--- src/rtl/slow_idle_ctl.sv ---
module slow_idle_ctl #(
  parameter int NIRQ     = 4,
  parameter int BASE_LOG = 4
) (
  input  logic            clk,
  input  logic            rst,
  input  logic            idle_req,
  input  logic            idle_slow,
  input  logic [1:0]      idle_div,
  input  logic [NIRQ-1:0] irq,
  input  logic [NIRQ-1:0] irq_en,
  input  logic            clkout_dis,
  output logic            core_en,
  output logic            sport_en,
  output logic            timer_en,
  output logic            clkout,
  output logic            in_idle,
  output logic            wake
);
  localparam int CW = BASE_LOG + 3;

  logic          in_idle_q, slow_q, pend_q, wake_q, clk_q;
  logic [1:0]    sel_q;
  logic [CW-1:0] cnt_q;

  wire [CW-1:0] lim      = ((CW'(1) << BASE_LOG) << sel_q) - CW'(1);
  wire          hit      = |(irq & irq_en);
  wire          slow_act = in_idle_q & slow_q;
  wire          tick     = slow_act & (cnt_q == lim);
  wire          beat     = ~slow_act | tick;
  wire          leave    = in_idle_q & (slow_q ? (tick & (pend_q | hit)) : hit);

  assign core_en  = in_idle_q ? tick : 1'b1;
  assign sport_en = beat;
  assign timer_en = beat;
  assign clkout   = clk_q;
  assign in_idle  = in_idle_q;
  assign wake     = wake_q;

  always_ff @(posedge clk) begin
    if (rst) begin
      in_idle_q <= 1'b0;
      slow_q    <= 1'b0;
      sel_q     <= 2'd0;
      pend_q    <= 1'b0;
      cnt_q     <= '0;
    end else if (!in_idle_q) begin
      pend_q <= 1'b0;
      cnt_q  <= '0;
      if (idle_req) begin
        in_idle_q <= 1'b1;
        slow_q    <= idle_slow;
        sel_q     <= idle_div;
      end
    end else if (leave) begin
      in_idle_q <= 1'b0;
      pend_q    <= 1'b0;
      cnt_q     <= '0;
    end else begin
      if (hit) pend_q <= 1'b1;
      if (slow_q) cnt_q <= tick ? '0 : cnt_q + 1'b1;
    end
  end

  always_ff @(posedge clk) begin
    if (rst) begin
      wake_q <= 1'b0;
      clk_q  <= 1'b0;
    end else begin
      wake_q <= leave;
      clk_q  <= clkout_dis ? 1'b0 : (clk_q ^ beat);
    end
  end

  a_r3_std_core_off: assert property (@(posedge clk) disable iff (rst)
    in_idle_q && !slow_q |-> !core_en && sport_en && timer_en);
  a_r4_std_wake: assert property (@(posedge clk) disable iff (rst)
    in_idle_q && !slow_q && hit |=> !in_idle_q && wake);
  a_r5_count_step: assert property (@(posedge clk) disable iff (rst)
    slow_act && (cnt_q != lim) |=> cnt_q == $past(cnt_q) + 1'b1);
  a_r6_same_ratio: assert property (@(posedge clk) disable iff (rst)
    slow_act |-> (sport_en == core_en) && (timer_en == core_en));
  a_r7_wait_tick: assert property (@(posedge clk) disable iff (rst)
    slow_act && !core_en |=> in_idle_q);
  a_r8_no_wake_masked: assert property (@(posedge clk) disable iff (rst)
    in_idle_q && !hit && !pend_q |=> in_idle_q);
  a_r9_mode_hold: assert property (@(posedge clk) disable iff (rst)
    in_idle_q |=> $stable(sel_q) && $stable(slow_q));
  a_r10_clkout_low: assert property (@(posedge clk) disable iff (rst)
    clkout_dis |=> !clkout);
  a_r11_wake_pulse: assert property (@(posedge clk) disable iff (rst)
    wake |=> !wake);
  a_r11_wake_run: assert property (@(posedge clk) disable iff (rst)
    wake |-> !in_idle && core_en);
endmodule

--- config.mk ---
export PLATFORM = sky130hd
export DESIGN_NAME = slow_idle_ctl
export DESIGN_NICKNAME = d
export VERILOG_FILES = /design/src/rtl/slow_idle_ctl.sv
export SDC_FILE = /design/constraint.sdc
export NUM_CORES = 1
export LEC_CHECK = 0
export ABC_CLOCK_PERIOD_IN_PS = 1540
export BUFFER_PORTS_ARGS = -buffer_cell sky130_fd_sc_hd__buf_2
export CAP_MARGIN = 20
export CORE_MARGIN = 4
export CORE_UTILIZATION = 42
export DETAILED_ROUTE_END_ITERATION = 12
export GPL_TIMING_DRIVEN = 0
export PLACE_DENSITY_LB_ADDON = 0.08
export SYNTH_ARGS = -nofsm -noshare
export SYNTH_HDL_FRONTEND = slang
export SYNTH_SLANG_ARGS = --single-unit
--- constraint.sdc ---
create_clock -name clk -period 1.54 [get_ports clk]
set_input_delay 0.077 -clock clk [delete_from_list [all_inputs] [get_ports clk]]
set_output_delay 0.077 -clock clk [all_outputs]
set_load 0.05 [all_outputs]
* Word level (Yosys, flattened, before mapping)
Cells that the tools add are included.
Widths: inputs -> output; s select.
** Storage, ports and cells
- Bits in registers :: 14
- Input port bits :: 15
- Output and inout port bits :: 6
** Cells by class
- Reductions and logical operators :: 4
- Shifts and indexed selects :: 1
- Multiplexer cells :: 6
- Bitwise operators :: 10
- Eq/ne operators :: 1
- $add $sub $neg :: 2
** Operators by type and width (number)
- $add 7x1->7 const B :: 1
- $eq 7x7->1 :: 1
- $mux 7 :: 1
- $shl 5x2->7 const A :: 1
- $sub 7x2->7 const B :: 1
- $mux 1 :: 5
- $and 1x1->1 :: 4
- $and 4x4->4 :: 1
- $reduce_or 4->1 :: 1
- $reduce_or 3->1 :: 1
- $not 1->1 :: 2
- $or 1x1->1 :: 2
- $reduce_and 2->1 :: 1
- $reduce_or 2->1 :: 1
- $xor 1x1->1 :: 1

* Logic depth before layout (Yosys ltp)
Gate-level depths: netlist of the first run.
- Depth after elaboration :: 9
- Gate-level depth with buffers :: 5
- Depth with buffers taken out :: 5

* Worst setup path after synthesis of the first run
No wires, ideal clock.
- Path type :: register to output
- Start :: reg sel_q[0]
- End :: out timer_en
- Stages on the path, launching flop included :: 6
- Setup slack :: -0.091 ns
- Required time :: 1.463 ns
- Data arrival time :: 1.554 ns
- Path through :: dfxtp_1 inv_2 a2111o_1 a21oi_2 or2_2 buf_4
** On the way
- Word-level cells in the longest chain between the ends :: 5
** RTL lines
- from (decl) :: RTL line 23 : logic [1:0] sel_q;
- from (signal assigned) :: RTL line 53 : sel_q <= idle_div;
- $shl 5x2->7 :: RTL line 26 : wire [CW-1:0] lim = ((CW'(1) << BASE_LOG) << sel_q) - CW'(1);
- $sub 7x2->7 :: RTL line 26
- $eq 7x7->1 :: RTL line 29 : wire tick = slow_act & (cnt_q == lim);
- $and 1x1->1 :: RTL line 29
- $or 1x1->1 :: RTL line 30 : wire beat = ~slow_act | tick;
- to (decl) :: RTL line 15 : output logic timer_en,
No other way between the ends.

* Worst setup path in the final report of the first run
- Start :: reg cnt_q[4]
- End :: out core_en
** On the way
- Word-level cells in the longest chain between the ends :: 3
** RTL lines
- from (decl) :: RTL line 24 : logic [CW-1:0] cnt_q;
- from (signal assigned) :: RTL line 61 : if (slow_q) cnt_q <= tick ? '0 : cnt_q + 1'b1;
- $eq 7x7->1 :: RTL line 29
- $and 1x1->1 :: RTL line 29
- $mux 1 :: RTL line 33 : assign core_en = in_idle_q ? tick : 1'b1;
- to (decl) :: RTL line 13 : output logic core_en,
No other way between the ends.

==> results of run 1 <==
-- flip-flops by register name (all words and copies together) (netlist names) --
name,cells
slow_q,1
wake,1
in_idle,1
sel_q,2
clkout,1
cnt_q,7
pend_q,1
-- tightest hold or removal path, cell delays in order --
cell and delay, ns:
buf_2 0.08, a21oi_1 0.05, nor2_1 0.07
-- power groups by stage --
stage / sequential (mW) / combinational, mW / clock, mW
after global placement: 0.395 / 0.129 / 0
after global routing: 0.387 / 0.160 / 0.299
after detailed placement: 0.394 / 0.131 / 0
after floorplan: 0.412 / 0.0738 / 0
final: 0.385 / 0.148 / 0.259
after CTS: 0.385 / 0.145 / 0.276
-- worst paths after layout --
check | from | to | cells past startpoint | slack, ns
hold reg to reg | cnt_q[1] | cnt_q[1] | 2 | 0.49
setup reg to reg | cnt_q[4] | clkout | 5 | 0.06
hold / removal | idle_slow | slow_q | 3 | 0.03
setup / recovery | cnt_q[4] | core_en | 5 | -0.21
-- per-layer routing --
metal	routed length (microns)	up-vias	global-route usage, %
met5	0	-	0
met3	103	2	5.42
met2	848	27	23.0
li1	-	375	-
met4	10	0	2.76
met1	714	327	18.2
-- cell usage after synthesis (all sizes together) --
cell type / count / area share [%]
nor2: 7 / 3.5
a21bo: 1 / 1.3
a2bb2oi: 1 / 1.2
mux2i: 2 / 2.7
a211oi: 5 / 5.1
o2111ai: 2 / 3.2
buf: 2 / 2.5
dfxtp: 14 / 38
o21ai: 1 / 0.67
o22ai: 2 / 1.7
o211a: 1 / 1.3
a2111oi: 1 / 1.2
inv: 3 / 1.5
nand3: 5 / 3.4
ha: 1 / 1.7
clkbuf: 2 / 1.0
xnor2: 2 / 2.4
a22oi: 2 / 2.0
o31ai: 1 / 1.0
a211o: 1 / 1.3
xor2: 3 / 3.5
a21oi: 5 / 3.9
or3: 2 / 1.7
nand2: 9 / 4.5
nand4: 2 / 1.7
or2: 1 / 0.84
nor2b: 2 / 1.7
nor4b: 1 / 1.2
a221oi: 1 / 1.2
and2: 2 / 1.9
a2111o: 1 / 1.5
-- metrics by stage --
stage	cell area, sq um	TNS, ns	worst slack, ns	std cells
floorplan	749	0	0.0197	85
global placement	875	-0.286	-0.168	128
detailed placement	875	-0.267	-0.159	128
CTS	967	-0.651	-0.228	135
global route	985	-0.897	-0.288	136
finish	985	-0.585	-0.208	136
-- cells by family after synthesis --
kind of cell	synth area share (%)
buffers and inverters	5.05
DFF	37.7
adders and majority gates	1.68
and+or+nand+nor	20.4
muxes	2.69
AOI/OAI and AO/OA	26.6
xor gates and xnor gates	5.89
-- area by class of cell --
type,instances,area [sq um],share of cell area (%)
buffer,4,31.3,3.18
clock buffer,4,36.3,3.68
inverter,3,11.3,1.14
multi-input combinational,64,439,44.6
sequential,14,285,29.0
tap,24,30.0,3.05
timing repair buffer,23,151,15.4
-- what timing repair did --
item	4_1_cts	5_1_grt
setup buffers	3	1
resized for setup	11	5
endpoints found under the setup margin	3	12
pin swaps	4	2
==> flow_metrics.py, run 1 <==
metrics = {
    "pwr": {
        "clockPowerShare_pct": 32.7,
        "netSwitchingPower_uw": 214,
        "ir_drop_mv": 0.581,
        "p_per_area_nw_per_um2": 805,
        "swShare_pct": 27.1,
        "power_frac_seq_pct": 48.5,
        "p_int_uw": 578,
        "p_leak_nw": 0.396,
        "power.total_uw": 792,
        "comb_power_share_pct": 18.7,
    },
    "clocking": {
        "hold_buffers": 0,
        "h-tree-depth": 1,
        "clockBufferDepth": 2,
        "cts_root_buffer": "clkbuf_4",
        "clock_latency_ns": 0.28,
        "tritoncts": "built",
        "clk_transition_reported_paths_ns": 0.08,
        "clock-sinks": 14,
        "cts-buffers-inserted": 3,
    },
    "critical_path": {
        "cp_max_fo": 4,
        "crit_chain": "a2111o_1 -> a21oi_2 -> buf_6 -> a21bo_4 -> buf_8",
        "critPathBufInv": 2,
        "cp-end-kind": "output pin",
        "cp.arrival_ns": 1.67,
        "worst_path_largest_cell_delay_ns": 0.45,
        "start_kind": "flip-flop",
        "critPathKind": "reg2out",
        "critical-path-top-delay-family": "compound AO/OA/AOI/OAI gates",
        "cp_slowest_cell": "a2111o_1",
        "worstPathRequired_ns": 1.46,
    },
    "route": {
        "dr_total_vias": 731,
        "via_per_inst": 5.38,
        "drc": 0,
        "finalWirelength_microns": 1680,
        "drtAntennaViolNets": 0,
        "first_iter_violations": 21,
        "wire_per_inst_microns": 12.3,
        "firstDrtPassIters": 4,
    },
    "global_route": {
        "grt_pass1_vias": 667,
        "grt_overflow": 0,
        "grt_use_total_pct": 14.4,
        "grt_antenna_before_repair": 0,
        "grt_max_degree": 11,
        "grt_pass1_wl_microns": 2800,
    },
    "floorplanning": {
        "dieHeight_microns": 50.1,
        "ios": 21,
        "rows": 14,
        "die-area_sq_um": 2510,
        "initial_core_util_pct": 46.6,
        "die_x_microns": 50.1,
        "core_sq_um": 1590,
    },
    "logic_synthesis": {
        "ys_warn_count": 0,
        "syn_inst": 85,
        "syn_nets": 101,
        "synth_area_sq_um": 743,
        "ys_seq_area_share_pct": 37.7,
        "synth_seq_cells": 14,
        "yosysUniqueCellTypes": 36,
        "syn_area_per_cell_sq_um": 8.74,
    },
    "placement": {
        "dp_hpwl_microns": 1250,
        "io_buffers": 19,
        "place_congestion": 0.781,
    },
    "sta": {
        "max_slew_margin_pct": 67.4,
        "final_hold_viol_count": 0,
        "tightest_slew_ns": 0.484,
        "finalCriticalPeriod_ns": 1.75,
        "fin_crit_sh_pct": 114,
        "setup_slack_ns": -0.208,
        "whs_ns": 0.0253,
        "finalMaxSlewViolations": 0,
        "finalSetupViolCount": 3,
        "rsz0062_at_grt": "true",
        "fin_worst_skew_ns": 0.00354,
        "fmax_mhz": 572,
    },
    "layout": {
        "fin_util_pct": 61.8,
        "final_common_cell": "buf_2",
        "area_delta_synth_final_pct": 32.5,
        "drive_above_1_share_pct": 36.6,
        "nNetsFinal": 129,
        "antenna_cells": 0,
        "fillers": 139,
        "final_cell_mix": "buf_2 (16), dfxtp_1 (12), nand2_1 (9)",
    },
    "run": {
        "cap_violations": 0,
    },
    "outcome": {
        "violations": "negative setup slack",
        "status": "finished, violations left",
    },
    "hold_path": {
        "min_path_type": "in2reg",
    },
}
Power figures use the tool's default switching activity.
==> inputs of run 2 (changes only) <==
--- a/config.mk
+++ b/config.mk
@@ -5,7 +5,7 @@
 export SDC_FILE = /design/constraint.sdc
 export NUM_CORES = 1
 export LEC_CHECK = 0
-export ABC_CLOCK_PERIOD_IN_PS = 1540
+export ABC_CLOCK_PERIOD_IN_PS = 1900
 export BUFFER_PORTS_ARGS = -buffer_cell sky130_fd_sc_hd__buf_2
 export CAP_MARGIN = 20
 export CORE_MARGIN = 4
==> constraint.sdc (replaced) <==
create_clock -name clk -period 1.9 [get_ports clk]
set_input_delay 0.095 -clock clk [delete_from_list [all_inputs] [get_ports clk]]
set_output_delay 0.095 -clock clk [all_outputs]
set_load 0.05 [all_outputs]
==> run 2 against run 1 <==
The flow now finishes without violations. Wire length barely moved. Combinational power down 26%. Critical path depth rose by 1. Sequential power fell by 18%. Sequential share of layout area is 0.65 points higher. Global-route usage down 0.098 points. Die area unchanged. Core utilization shrank 1.9 points. Sequential cell count did not move.
==> flow_metrics.py, run 2 (synthesis gave the netlist of run 1 again) <==
metrics = {
    "layout": {
        "largest_register_ff_count": 7,
        "fillers": 155,
        "drive_above_1_share_pct": 33.6,
        "antenna_cells": 0,
        "largest-register": "cnt_q",
        "area_delta_synth_final_pct": 28.5,
        "top_regs": "cnt_q (7), sel_q (2)",
        "nNetsFinal": 127,
        "final_cell_mix": "buf_2 (16), dfxtp_1 (12), nand2_1 (9)",
        "multi_input_area_sq_um": 443,
        "register_area_sq_um": 283,
        "stdcell_area_sq_um": 955,
        "final_common_cell": "buf_2",
    },
    "sta": {
        "max_slew_margin_pct": 64.7,
        "fmax_mhz": 544,
        "tightest_slew_ns": 0.525,
        "finalCriticalPeriod_ns": 1.84,
        "finalSetupViolCount": 0,
        "tns_ns": 0,
        "setup_slack_ns": 0.0623,
        "whs_ns": 0.0357,
        "fin_worst_skew_ns": 0.00573,
        "finalMaxSlewViolations": 0,
        "rsz0062_at_grt": "false",
        "final_hold_viol_count": 0,
        "fin_crit_sh_pct": 96.7,
    },
    "global_route": {
        "grt_antenna_before_repair": 0,
        "grt_pass1_vias": 695,
        "grt_use_total_pct": 14.3,
        "grt_overflow": 0,
        "grt_pass1_wl_microns": 2770,
        "grt_max_degree": 11,
    },
    "route": {
        "finalWirelength_microns": 1680,
        "first_iter_violations": 19,
        "wire_per_inst_microns": 12.5,
        "firstDrtPassIters": 3,
        "drtAntennaViolNets": 0,
        "via_per_inst": 5.34,
        "dr_total_vias": 716,
        "drc": 0,
    },
    "clocking": {
        "cts-buffers-inserted": 3,
        "clk_transition_reported_paths_ns": 0.09,
        "h-tree-depth": 1,
        "clockBufferDepth": 2,
        "clock_latency_ns": 0.29,
        "cts_root_buffer": "clkbuf_4",
        "clock-sinks": 14,
        "tritoncts": "built",
    },
    "hold_path": {
        "min_path_type": "in2reg",
    },
    "critical_path": {
        "start_kind": "flip-flop",
        "cp.arrival_ns": 1.74,
        "worstPathRequired_ns": 1.80,
        "cp_max_fo": 6,
        "critPathKind": "reg2out",
        "cp-end-kind": "output pin",
    },
    "floorplanning": {
        "dieHeight_microns": 50.1,
        "rows": 14,
        "die_x_microns": 50.1,
        "initial_core_util_pct": 46.6,
        "core_sq_um": 1590,
        "die-area_sq_um": 2510,
        "ios": 21,
    },
    "pwr": {
        "p_int_uw": 461,
        "power.total_uw": 643,
        "p_leak_nw": 0.376,
        "swShare_pct": 28.3,
        "clockPowerShare_pct": 34.2,
        "p_per_area_nw_per_um2": 674,
        "ir_drop_mv": 0.546,
        "netSwitchingPower_uw": 182,
        "comb_power_share_pct": 16.9,
        "power_frac_seq_pct": 48.8,
    },
    "placement": {
        "place_congestion": 0.750,
        "dp_slack_ns": 0.182,
        "dp_hpwl_microns": 1260,
        "placed_cell_area_sq_um": 868,
        "io_buffers": 19,
    },
    "outcome": {
        "status": "completed",
    },
    "run": {
        "cap_violations": 0,
    },
}
run 2: final cells by class:
type	instances	area share [%]
Inverter	3	1.18
Sequential cell	14	29.6
Tap cell	24	3.15
Clock buffer	4	3.80
Timing Repair Buffer	21	13.1
Buffer	4	2.75
Multi-Input combinational cell	64	46.4
run 2: repair_timing:
item / 4_1_cts / 5_1_grt
gates resized for setup: 6 / 3
pin swaps: 1 / 2
endpoints found under the setup margin: 3 / 3
buffers inserted: 2 / 0
hold buffers: 0 / 0
run 2: worst paths after layout:
kind                     from  endpoint  slack, ns  cells after the start
setup reg to reg     cnt_q[4]    pend_q       0.34                      5
hold / removal    idle_div[1]  sel_q[1]       0.04                      3
setup / recovery     cnt_q[4]  timer_en       0.06                      6
hold reg to reg      cnt_q[1]  cnt_q[1]       0.50                      2
run 2: worst max-delay path, cell delays in order (launching register included):
cell and delay [ns]:
dfxtp_2 0.37, and2_2 0.19, o2111ai_4 0.23, a21oi_2 0.08, or2_2 0.31, buf_4 0.14
buf_6 0.14
run 2: layer usage:
metal  up-vias  track usage (%)  wire length (microns)
met4         0             4.61                     22
met2        16             24.3                    795
li1        364                -                      -
met5         -                0                      0
met3         5             5.72                     92
met1       331             15.9                    766
run 2: per-stage QoR:
| stage | utilization [%] | std cells |
|---|---|---|
| after floorplan | - | 85 |
| after global placement | 54.5 | 128 |
| after detailed placement | 54.5 | 128 |
| after CTS | 59.1 | 134 |
| after global routing | 59.9 | 134 |
| final | 59.9 | 134 |
run 2: power by group through the flow:
| stage | Combinational, mW | Clock, mW | Sequential [mW] |
|---|---|---|---|
| 6_report | 0.109 | 0.220 | 0.314 |
| 3_5_place_dp | 0.105 | 0 | 0.320 |
| 5_1_grt | 0.119 | 0.233 | 0.316 |
| 4_1_cts | 0.109 | 0.227 | 0.314 |
| 3_3_place_gp | 0.103 | 0 | 0.320 |
| 2_1_floorplan | 0.0589 | 0 | 0.334 |
